==> config.mk <==
export PLATFORM = sky130hd
export DESIGN_NAME = eff_addr_seq
export DESIGN_NICKNAME = d
export VERILOG_FILES = /design/src/rtl/eas_pkg.sv /design/src/rtl/eas_addr_math.sv /design/src/rtl/eas_stack_ptr.sv /design/src/rtl/eas_ready_gate.sv /design/src/rtl/eff_addr_seq.sv
export SDC_FILE = /design/constraint.sdc
export NUM_CORES = 1
export LEC_CHECK = 0
export ABC_CLOCK_PERIOD_IN_PS = 2900
export CORE_ASPECT_RATIO = 0.75
export CORE_MARGIN = 2
export CORE_UTILIZATION = 51
export CTS_CLUSTER_DIAMETER = 200
export CTS_CLUSTER_SIZE = 10
export DETAILED_ROUTE_END_ITERATION = 6
export DONT_BUFFER_PORTS = 1
export PLACE_DENSITY = 0.76
export SKIP_CTS_REPAIR_TIMING = 1
export SYNTH_ARGS = -nofsm -noshare
export SYNTH_HDL_FRONTEND = slang
export SYNTH_SLANG_ARGS = --single-unit
==> constraint.sdc <==
create_clock -name clk -period 2.9 [get_ports clk]
set_clock_uncertainty 0.2 [all_clocks]
set_input_delay 0.145 -clock clk [delete_from_list [all_inputs] [get_ports clk]]
set_output_delay 0.145 -clock clk [all_outputs]
set_load 0.005 [all_outputs]
==> src/rtl/eas_pkg.sv <==
package eas_pkg;
  localparam int EAS_AW = 16;
  localparam int EAS_DW = 8;

  typedef enum logic [2:0] {
    MD_ABS_IDX = 3'd0,
    MD_ZP_IDX  = 3'd1,
    MD_PTR     = 3'd2,
    MD_PUSH    = 3'd3,
    MD_PULL    = 3'd4,
    MD_BRANCH  = 3'd5,
    MD_VECTOR  = 3'd6
  } mode_e;

  typedef enum logic [1:0] {
    AC_READ  = 2'd0,
    AC_RMW   = 2'd1,
    AC_STORE = 2'd2
  } acc_e;

  typedef enum logic [1:0] {
    VS_NMI = 2'd0,
    VS_RST = 2'd1,
    VS_IRQ = 2'd2,
    VS_BRK = 2'd3
  } vsrc_e;
endpackage

==> src/rtl/eas_addr_math.sv <==
module eas_addr_math #(
  parameter int AW = 16,
  parameter int DW = 8
) (
  input  logic [AW-1:0] base,
  input  logic [DW-1:0] idx,
  input  logic [AW-1:0] pc,
  output logic [AW-1:0] idx_part,
  output logic [AW-1:0] idx_full,
  output logic          idx_cross,
  output logic [AW-1:0] zp_base,
  output logic [AW-1:0] zp_addr,
  output logic [AW-1:0] ptr_hi,
  output logic [AW-1:0] br_target,
  output logic [AW-1:0] br_part,
  output logic          br_cross
);
  localparam int HW = AW - DW;

  logic [DW:0]   lo_sum;
  logic [DW-1:0] ptr_lo_next;
  logic [DW-1:0] off;

  always_comb begin
    lo_sum      = {1'b0, base[DW-1:0]} + {1'b0, idx};
    ptr_lo_next = base[DW-1:0] + DW'(1);
    off         = base[DW-1:0];

    // low byte first, high byte only repaired by the full sum
    idx_part  = {base[AW-1:DW], lo_sum[DW-1:0]};
    idx_full  = base + AW'(idx);
    idx_cross = lo_sum[DW];

    zp_base = {{HW{1'b0}}, base[DW-1:0]};
    zp_addr = {{HW{1'b0}}, lo_sum[DW-1:0]};

    // pointer high-byte fetch stays inside the pointer's page
    ptr_hi = {base[AW-1:DW], ptr_lo_next};

    br_target = pc + {{HW{off[DW-1]}}, off};
    br_part   = {pc[AW-1:DW], br_target[DW-1:0]};
    br_cross  = (br_target[AW-1:DW] != pc[AW-1:DW]);
  end
endmodule

==> src/rtl/eas_stack_ptr.sv <==
module eas_stack_ptr #(
  parameter int DW = 8
) (
  input  logic          clk,
  input  logic          rst_n,
  input  logic          load,
  input  logic [DW-1:0] load_val,
  input  logic          push_step,
  input  logic          pull_step,
  output logic [DW-1:0] sp,
  output logic [DW-1:0] sp_up
);
  always_ff @(posedge clk) begin
    if (!rst_n) begin
      sp <= '0;
    end else if (load) begin
      sp <= load_val;
    end else if (push_step) begin
      sp <= sp - DW'(1);
    end else if (pull_step) begin
      sp <= sp + DW'(1);
    end
  end

  assign sp_up = sp + DW'(1);
endmodule

==> src/rtl/eas_ready_gate.sv <==
module eas_ready_gate (
  input  logic active,
  input  logic hold,
  input  logic want_rd,
  input  logic want_wr,
  input  logic want_dummy,
  output logic issue,
  output logic rd,
  output logic wr,
  output logic dummy
);
  logic blocked;

  always_comb begin
    // only reads are stopped by the ready line
    blocked = hold & want_rd;
    issue   = active & ~blocked;
    rd      = active & want_rd & ~hold;
    wr      = active & want_wr & ~want_rd;
    dummy   = rd & want_dummy;
  end
endmodule

==> src/rtl/eff_addr_seq.sv <==
module eff_addr_seq
  import eas_pkg::*;
#(
  parameter int AW = EAS_AW,
  parameter int DW = EAS_DW,
  parameter logic [AW-DW-1:0] STACK_PAGE = (AW-DW)'(1),
  parameter logic [AW-1:0] VEC_NMI = {AW{1'b1}} - AW'(5),
  parameter logic [AW-1:0] VEC_RST = {AW{1'b1}} - AW'(3),
  parameter logic [AW-1:0] VEC_IRQ = {AW{1'b1}} - AW'(1)
) (
  input  logic          clk,
  input  logic          rst_n,
  input  logic          cmd_valid,
  output logic          cmd_ready,
  input  logic [2:0]    cmd_mode,
  input  logic [1:0]    cmd_acc,
  input  logic          cmd_use_y,
  input  logic [1:0]    cmd_vsel,
  input  logic [AW-1:0] cmd_base,
  input  logic [DW-1:0] cmd_x,
  input  logic [DW-1:0] cmd_y,
  input  logic [DW-1:0] cmd_sp,
  input  logic [AW-1:0] cmd_pc,
  input  logic          cmd_cond,
  input  logic          cmd_nmi_pend,
  input  logic          bus_hold,
  output logic [AW-1:0] bus_addr,
  output logic          bus_rd,
  output logic          bus_wr,
  output logic          bus_dummy,
  output logic          seq_done,
  output logic [DW-1:0] seq_sp,
  output logic [AW-1:0] seq_pc
);
  // command registers
  logic          busy_q;
  logic          step_q;
  mode_e         mode_q;
  acc_e          acc_q;
  vsrc_e         vsel_q;
  logic [AW-1:0] base_q;
  logic [DW-1:0] idx_q;
  logic [AW-1:0] pc_q;
  logic          cond_q;
  logic          nmi_q;

  logic accept;
  assign cmd_ready = ~busy_q;
  assign accept    = cmd_valid & cmd_ready;

  always_ff @(posedge clk) begin
    if (!rst_n) begin
      mode_q <= MD_ABS_IDX;
      acc_q  <= AC_READ;
      vsel_q <= VS_NMI;
      base_q <= '0;
      idx_q  <= '0;
      pc_q   <= '0;
      cond_q <= 1'b0;
      nmi_q  <= 1'b0;
    end else if (accept) begin
      mode_q <= mode_e'(cmd_mode);
      acc_q  <= acc_e'(cmd_acc);
      vsel_q <= vsrc_e'(cmd_vsel);
      base_q <= cmd_base;
      idx_q  <= cmd_use_y ? cmd_y : cmd_x;
      pc_q   <= cmd_pc;
      cond_q <= cmd_cond;
      nmi_q  <= cmd_nmi_pend;
    end
  end

  // address arithmetic
  logic [AW-1:0] idx_part, idx_full, zp_base, zp_addr, ptr_hi, br_target, br_part;
  logic          idx_cross, br_cross;

  eas_addr_math #(.AW(AW), .DW(DW)) math_i (
    .base      (base_q),
    .idx       (idx_q),
    .pc        (pc_q),
    .idx_part  (idx_part),
    .idx_full  (idx_full),
    .idx_cross (idx_cross),
    .zp_base   (zp_base),
    .zp_addr   (zp_addr),
    .ptr_hi    (ptr_hi),
    .br_target (br_target),
    .br_part   (br_part),
    .br_cross  (br_cross)
  );

  // vector base selection; a pending NMI takes over a break
  logic [AW-1:0] vec_lo;
  always_comb begin
    case (vsel_q)
      VS_NMI:  vec_lo = VEC_NMI;
      VS_RST:  vec_lo = VEC_RST;
      VS_IRQ:  vec_lo = VEC_IRQ;
      default: vec_lo = nmi_q ? VEC_NMI : VEC_IRQ;
    endcase
  end

  // stack pointer
  logic [DW-1:0] sp_now, sp_up;
  logic          issue;

  eas_stack_ptr #(.DW(DW)) sp_i (
    .clk       (clk),
    .rst_n     (rst_n),
    .load      (accept),
    .load_val  (cmd_sp),
    .push_step (issue & busy_q & (mode_q == MD_PUSH)),
    .pull_step (issue & busy_q & (mode_q == MD_PULL)),
    .sp        (sp_now),
    .sp_up     (sp_up)
  );

  // per-cycle plan of the current step
  logic [AW-1:0] s_addr;
  logic          s_rd, s_wr, s_dmy, s_last;
  logic          fix_first;
  logic          acc_wr;

  always_comb begin
    acc_wr    = (acc_q == AC_STORE);
    fix_first = idx_cross | (acc_q != AC_READ);
    s_addr    = '0;
    s_rd      = 1'b0;
    s_wr      = 1'b0;
    s_dmy     = 1'b0;
    s_last    = 1'b1;
    case (mode_q)
      MD_ABS_IDX: begin
        if (!step_q && fix_first) begin
          s_addr = idx_part; s_rd = 1'b1; s_dmy = 1'b1; s_last = 1'b0;
        end else begin
          s_addr = idx_full; s_rd = ~acc_wr; s_wr = acc_wr;
        end
      end
      MD_ZP_IDX: begin
        if (!step_q) begin
          s_addr = zp_base; s_rd = 1'b1; s_dmy = 1'b1; s_last = 1'b0;
        end else begin
          s_addr = zp_addr; s_rd = ~acc_wr; s_wr = acc_wr;
        end
      end
      MD_PTR: begin
        s_rd   = 1'b1;
        s_addr = step_q ? ptr_hi : base_q;
        s_last = step_q;
      end
      MD_PUSH: begin
        s_addr = {STACK_PAGE, sp_now}; s_wr = 1'b1;
      end
      MD_PULL: begin
        s_addr = {STACK_PAGE, sp_up}; s_rd = 1'b1;
      end
      MD_BRANCH: begin
        if (cond_q) begin
          s_rd   = 1'b1;
          s_dmy  = 1'b1;
          s_addr = step_q ? br_part : pc_q;
          s_last = step_q | ~br_cross;
        end
      end
      MD_VECTOR: begin
        s_rd   = 1'b1;
        s_addr = step_q ? (vec_lo + AW'(1)) : vec_lo;
        s_last = step_q;
      end
      default: ;
    endcase
  end

  eas_ready_gate gate_i (
    .active     (busy_q),
    .hold       (bus_hold),
    .want_rd    (s_rd),
    .want_wr    (s_wr),
    .want_dummy (s_dmy),
    .issue      (issue),
    .rd         (bus_rd),
    .wr         (bus_wr),
    .dummy      (bus_dummy)
  );

  always_ff @(posedge clk) begin
    if (!rst_n) begin
      busy_q <= 1'b0;
      step_q <= 1'b0;
    end else if (accept) begin
      busy_q <= 1'b1;
      step_q <= 1'b0;
    end else if (issue) begin
      if (s_last) begin
        busy_q <= 1'b0;
        step_q <= 1'b0;
      end else begin
        step_q <= 1'b1;
      end
    end
  end

  assign bus_addr = busy_q ? s_addr : '0;
  assign seq_done = issue & s_last;
  assign seq_sp   = sp_now;
  assign seq_pc   = cond_q ? br_target : pc_q;
endmodule

==> impl_metrics.ini, run 1 <==
[logic_synthesis]
yosysUniqueCellTypes = 58
syn_nets = 788
synth-edff-count = 0
synth_seq_cells = 59
synth_area_um2 = 4990
ys.flop_type = dfxtp_1
synth-seq-area-share_pct = 23.7
synthArstFlopShare_pct = 0
yosysWarnings = 0
synthCells = 688
synth.avg_cell_area_um2 = 7.26

[floorplanning]
rows = 31
pin_count = 115
initial_core_util_pct = 52.1
chipHeight_um = 89.7
coreArea_um2 = 9580
die_w_um = 118
dieArea_um2 = 10600

[placement]
gp_congestion = 0.956
portBuffers = 0
dp_hpwl_mm = 13.6
placed_cell_area_um2 = 5660

[pwr]
power_density_nw_per_um2 = 427
p_total_mw = 2.96
p_leak_nw = 2.76
peakVddDrop_v = 0.000419

[setup_path]
critical_path.endpoint_type = primary output
path_max_fanout = 4
cp_top_family = compound AO/OA/AOI/OAI gates
crit_chain = ha_4 > fa_2 > a21o_1 > a221o_1 > a31oi_2 > xnor3_1 > nor4_2 > nand4_1 > o41ai_2 > buf_4 > and2_4
slowest_stage = a221o_1
start_kind = register
cp.required_ns = 2.56
max_stage_delay_ns = 0.36
criticalPathCategory = register to primary output
arrival_ns = 3.25
critPathBufInv = 1

[job]
max_cap_violations = 0

[layout]
mostFrequentLayoutCells = 118 x nand2_1, 97 x a21oi_1, 88 x buf_4
fillers = 769
antenna_cells = 0
drive_gt1_share_pct = 21.0
multi_input_area_um2 = 3810
final_area_um2 = 6930
layout.nets = 911
area_growth_pct = 38.8
seq_area_um2 = 1180
final_common_cell = nand2_1

[global_routing]
grt_max_degree = 42
grt_pass1_vias = 4930
grt_pass1_wl_mm = 27.3
antenna_found_initial = 0
grt_use_total_pct = 33.3
grt-ovfl-total = 0

[cts]
insertion_delay_ns = 0.34
numClockSinks = 59
htree_levels = 3
cts_buffers = 9
clockRootBuffer = clkbuf_16
cts_tree = built
clockBufferDepth = 2
clk_pin_slew_ns = 0.06

[timing]
hold_ws_ns = -0.00494
finalCritPeriodShare_pct = 124
final-setup-viol-count = 16
drv_slew = 0
max_slew_margin_pct = 49.8
finalWorstSetupSlack_ns = -0.692
hold_viol = 1
grt_setup_unrepaired = yes
maxClockFrequency_ghz = 0.278
tightest_slew_ns = 0.751
period_minus_slack_ns = 3.59

[outcome]
violations = hold timing, setup timing
outcome = finished with violations

[routing]
firstDrtPassIters = 6
ant_nets = 0
vias = 5908
drt-vias-per-instance = 6.23
drt_iter0_drc = 701
drt_wl_total_mm = 19.6
drc = 0
wl_per_cell_um = 20.7

[worst_hold_path]
hold_path.class = primary input to register
[through the flow]
step / setup TNS (ns) / worst slack (ns) / std cells / hold WS (ns) / util, %
after global placement: -0.583 / -0.251 / 859 / 0.0709 / 59.1
after floorplan: -0.0734 / -0.0734 / 688 / 0.0611 / -
after CTS: -5.60 / -0.707 / 875 / -0.281 / 62.2
after global routing: -6.66 / -0.770 / 948 / 0.0369 / 72.4
after detailed placement: -1.03 / -0.348 / 859 / 0.0697 / 59.1
final: -4.94 / -0.692 / 948 / -0.00494 / 72.4
[cells in the mapped netlist, types with 2 or more instances]
master,instances,area [um2]
a211oi_1,12,90.1
a21o_1,8,60.1
a21oi_1,104,521
a221oi_1,3,26.3
a311oi_1,7,61.3
a31oi_1,9,56.3
a41o_1,2,20.0
and2_1,2,12.5
and3_1,11,68.8
buf_1,3,11.3
buf_2,2,10.0
clkbuf_1,41,154
dfxtp_1,59,1180
fa_1,2,40.0
ha_1,28,350
inv_1,15,56.3
inv_2,2,7.51
mux2_2,13,146
mux2i_1,19,190
nand2_1,119,447
nand2b_1,2,12.5
nand3_1,17,85.1
nand4_1,8,50.1
nor2_1,50,188
nor2b_1,4,25.0
nor3_1,7,35.0
nor4_1,5,31.3
nor4b_1,2,17.5
o211ai_1,3,22.5
o21a_1,3,22.5
o21ai_0,32,160
o21ai_1,2,10.0
o22ai_1,9,56.3
o311ai_0,2,17.5
o31a_1,3,26.3
o31ai_1,3,22.5
o32ai_1,7,61.3
or3_1,6,37.5
xnor2_1,32,280
xor2_1,12,105
[where the power goes]
part	total, mW	internal (mW)	switching (mW)
clock	1.11	0.671	0.442
combinational	0.897	0.406	0.492
sequential	0.948	0.869	0.0792
total	2.96	1.95	1.01
[state kept, by name, indices dropped and copies added (netlist names)]
signal,flops
base_q,16
pc_q,16
idx_q,8
sp_i.sp,8
mode_q,3
acc_q,2
vsel_q,2
busy_q,1
cond_q,1
nmi_q,1
step_q,1
[path summary, 6_finish.rpt]
path / slack [ns] / cells past startpoint / start / endpoint
worst max-delay path: -0.69 / 11 / base_q[0] / seq_done
worst min-delay path: -0.005 / 3 / cmd_valid / sp_i.sp[6]
worst max register to register: -0.34 / 12 / base_q[0] / busy_q
worst min register to register: 0.28 / 2 / nmi_q / nmi_q
[routing by layer]
layer	global-route usage [%]	wire, um	vias to the layer above	share of wire, %
li1	-	-	2727	-
met1	48.0	8520	2749	43
met2	47.7	8440	389	43
met3	10.8	2300	43	12
met4	8.32	372	0	1.9
met5	0	0	-	0
[tightest hold or removal path: cells and delay by family]
| family | cells | cell delay, ns |
|---|---|---|
| simple gates | 1 | 0.07 |
| compound gates | 1 | 0.08 |
| buf+inv | 1 | 0.19 |
[kinds of logic (layout without fill, tap and decap cells)]
family	count (synthesis)	in the layout	synth area share, %
DFF	59	59	23.7
adders and majority gates	30	30	7.82
AOI/OAI and AO/OA	219	219	27.0
xor gates and xnor gates	46	46	8.65
buffers and inverters	65	193	5.09
muxes	33	33	7.04
and+or+nand+nor	236	236	20.8
[area by class of cell]
cell class                      count  share of cell area (%)
Multi-Input combinational cell    564                    55.0
Timing Repair Buffer              159                    20.1
Sequential cell                    59                    17.1
Clock buffer                        9                    3.25
Tap cell                          132                    2.38
Clock inverter                      7                    1.10
Inverter                           18                    1.03
Note: power is estimated with default switching activity, not from simulation.
==> inputs of run 2 (changes only) <==
- SETUP_SLACK_MARGIN: default -> 0.05
==> impl_metrics.ini, run 2 (synthesized netlist as in run 1, its figures left out) <==
[outcome]
outcome = finished with violations
violations = setup timing

[timing]
drv_slew = 0
final-setup-viol-count = 17
finalWorstSetupSlack_ns = -0.531
maxClockFrequency_ghz = 0.292
grt_setup_unrepaired = yes
finalCritPeriodShare_pct = 118
setup_tns_ns = -5.30
hold_viol = 0
hold_ws_ns = 0.0281
period_minus_slack_ns = 3.43
tightest_slew_ns = 0.767
max_slew_margin_pct = 48.1

[pwr]
p_total_mw = 3.00
peakVddDrop_v = 0.000464
p_leak_nw = 2.81
power_density_nw_per_um2 = 424

[floorplanning]
dieArea_um2 = 10600
die_w_um = 118
initial_core_util_pct = 52.1
rows = 31
pin_count = 115
coreArea_um2 = 9580
chipHeight_um = 89.7

[setup_path]
start_kind = register
cp.required_ns = 2.56
path_max_fanout = 4
critical_path.endpoint_type = primary output
criticalPathCategory = register to primary output
arrival_ns = 3.09

[cts]
insertion_delay_ns = 0.34
clockBufferDepth = 2
numClockSinks = 59
clockRootBuffer = clkbuf_16
cts_buffers = 9
cts_tree = built
clk_pin_slew_ns = 0.06
htree_levels = 3

[global_routing]
grt_use_total_pct = 33.5
grt_max_degree = 51
antenna_found_initial = 0
grt-ovfl-total = 0
grt_pass1_wl_mm = 27.3
grt_pass1_vias = 4892

[layout]
layoutNonFillerInstCount = 957
multi_input_area_um2 = 3880
drive_gt1_share_pct = 23.4
antenna_cells = 0
mostFrequentLayoutCells = 118 x nand2_1, 98 x buf_4, 97 x a21oi_1
final_common_cell = nand2_1
layout.nets = 920
area_growth_pct = 41.5
seq_area_um2 = 1190
largest_registers = base_q (16), pc_q (16)
fillers = 724

[placement]
post-place-ws_ns = -0.240
dp_hpwl_mm = 13.5
gp_congestion = 1.01
place_inst = 859
portBuffers = 0

[routing]
drt_iter0_drc = 807
drt-vias-per-instance = 6.22
drt_wl_total_mm = 19.8
firstDrtPassIters = 6
ant_nets = 0
wl_per_cell_um = 20.7
vias = 5952
drc = 0

[worst_hold_path]
hold_path.class = primary input to register

[job]
max_cap_violations = 0
==> run 2: cell types whose count changed in the layout (fill, tap and decap cells not counted), moves of 2 or more <==
cell / before / now
nor2_2: 0 / 2
o21ai_2: 2 / 6
mux2_4: 3 / 1
buf_4: 88 / 98
ha_1: 24 / 22
nor2_1: 50 / 48
mux2_2: 11 / 13
inv_6: 2 / 4
o21ai_0: 28 / 24
==> run 2: worst max-delay path, stage by stage, from the launching register on <==
cell and delay (ns):
dfxtp_2 0.34, ha_4 0.16, fa_2 0.34, a21o_1 0.18
a221o_1 0.36, buf_4 0.17, a221oi_4 0.25, o21ai_2 0.10
xnor2_1 0.18, nand4_1 0.13, o41ai_2 0.22, buf_4 0.18
and2_4 0.14
==> run 2: layout make-up <==
type                    count  share of cell area [%]
clock buffers               9                    3.19
well taps                 132                    2.34
multi-input cells         564                    55.0
flip-flops and latches     59                    16.8
clock inverters             7                    1.15
inverters                  18                    1.01
repair buffers            168                    20.5
==> run 2: per-stage QoR <==
| stage | instance area (um2) | util [%] |
|---|---|---|
| 5_1_grt | 7060 | 73.7 |
| 3_3_place_gp | 5660 | 59.1 |
| 2_1_floorplan | 5010 | - |
| 4_1_cts | 5970 | 62.3 |
| 6_report | 7060 | 73.7 |
| 3_5_place_dp | 5660 | 59.1 |
==> run 2: report_power, final <==
group	switching [mW]	internal [mW]	leakage [nW]	total, mW
clock network	0.457	0.679	0.147	1.14
registers	0.0809	0.868	0.488	0.949
logic	0.499	0.413	2.18	0.912
total	1.04	1.96	2.81	3.00
==> run 2: worst paths after layout <==
kind / startpoint / end / slack, ns / depth (start not counted)
setup / recovery: base_q[0] / seq_done / -0.53 / 12
hold / removal: bus_hold / step_q / 0.03 / 5
setup reg to reg: base_q[0] / busy_q / -0.17 / 13
hold reg to reg: base_q[15] / base_q[15] / 0.30 / 2
==> run 2: metal layers <==
| layer | vias to the layer above | wire [um] | global-route usage [%] |
|---|---|---|---|
| li1 | 2749 | - | - |
| met1 | 2766 | 8370 | 46.9 |
| met2 | 391 | 8580 | 49.5 |
| met3 | 46 | 2400 | 10.9 |
| met4 | 0 | 461 | 9.53 |
| met5 | - | 0 | 0 |
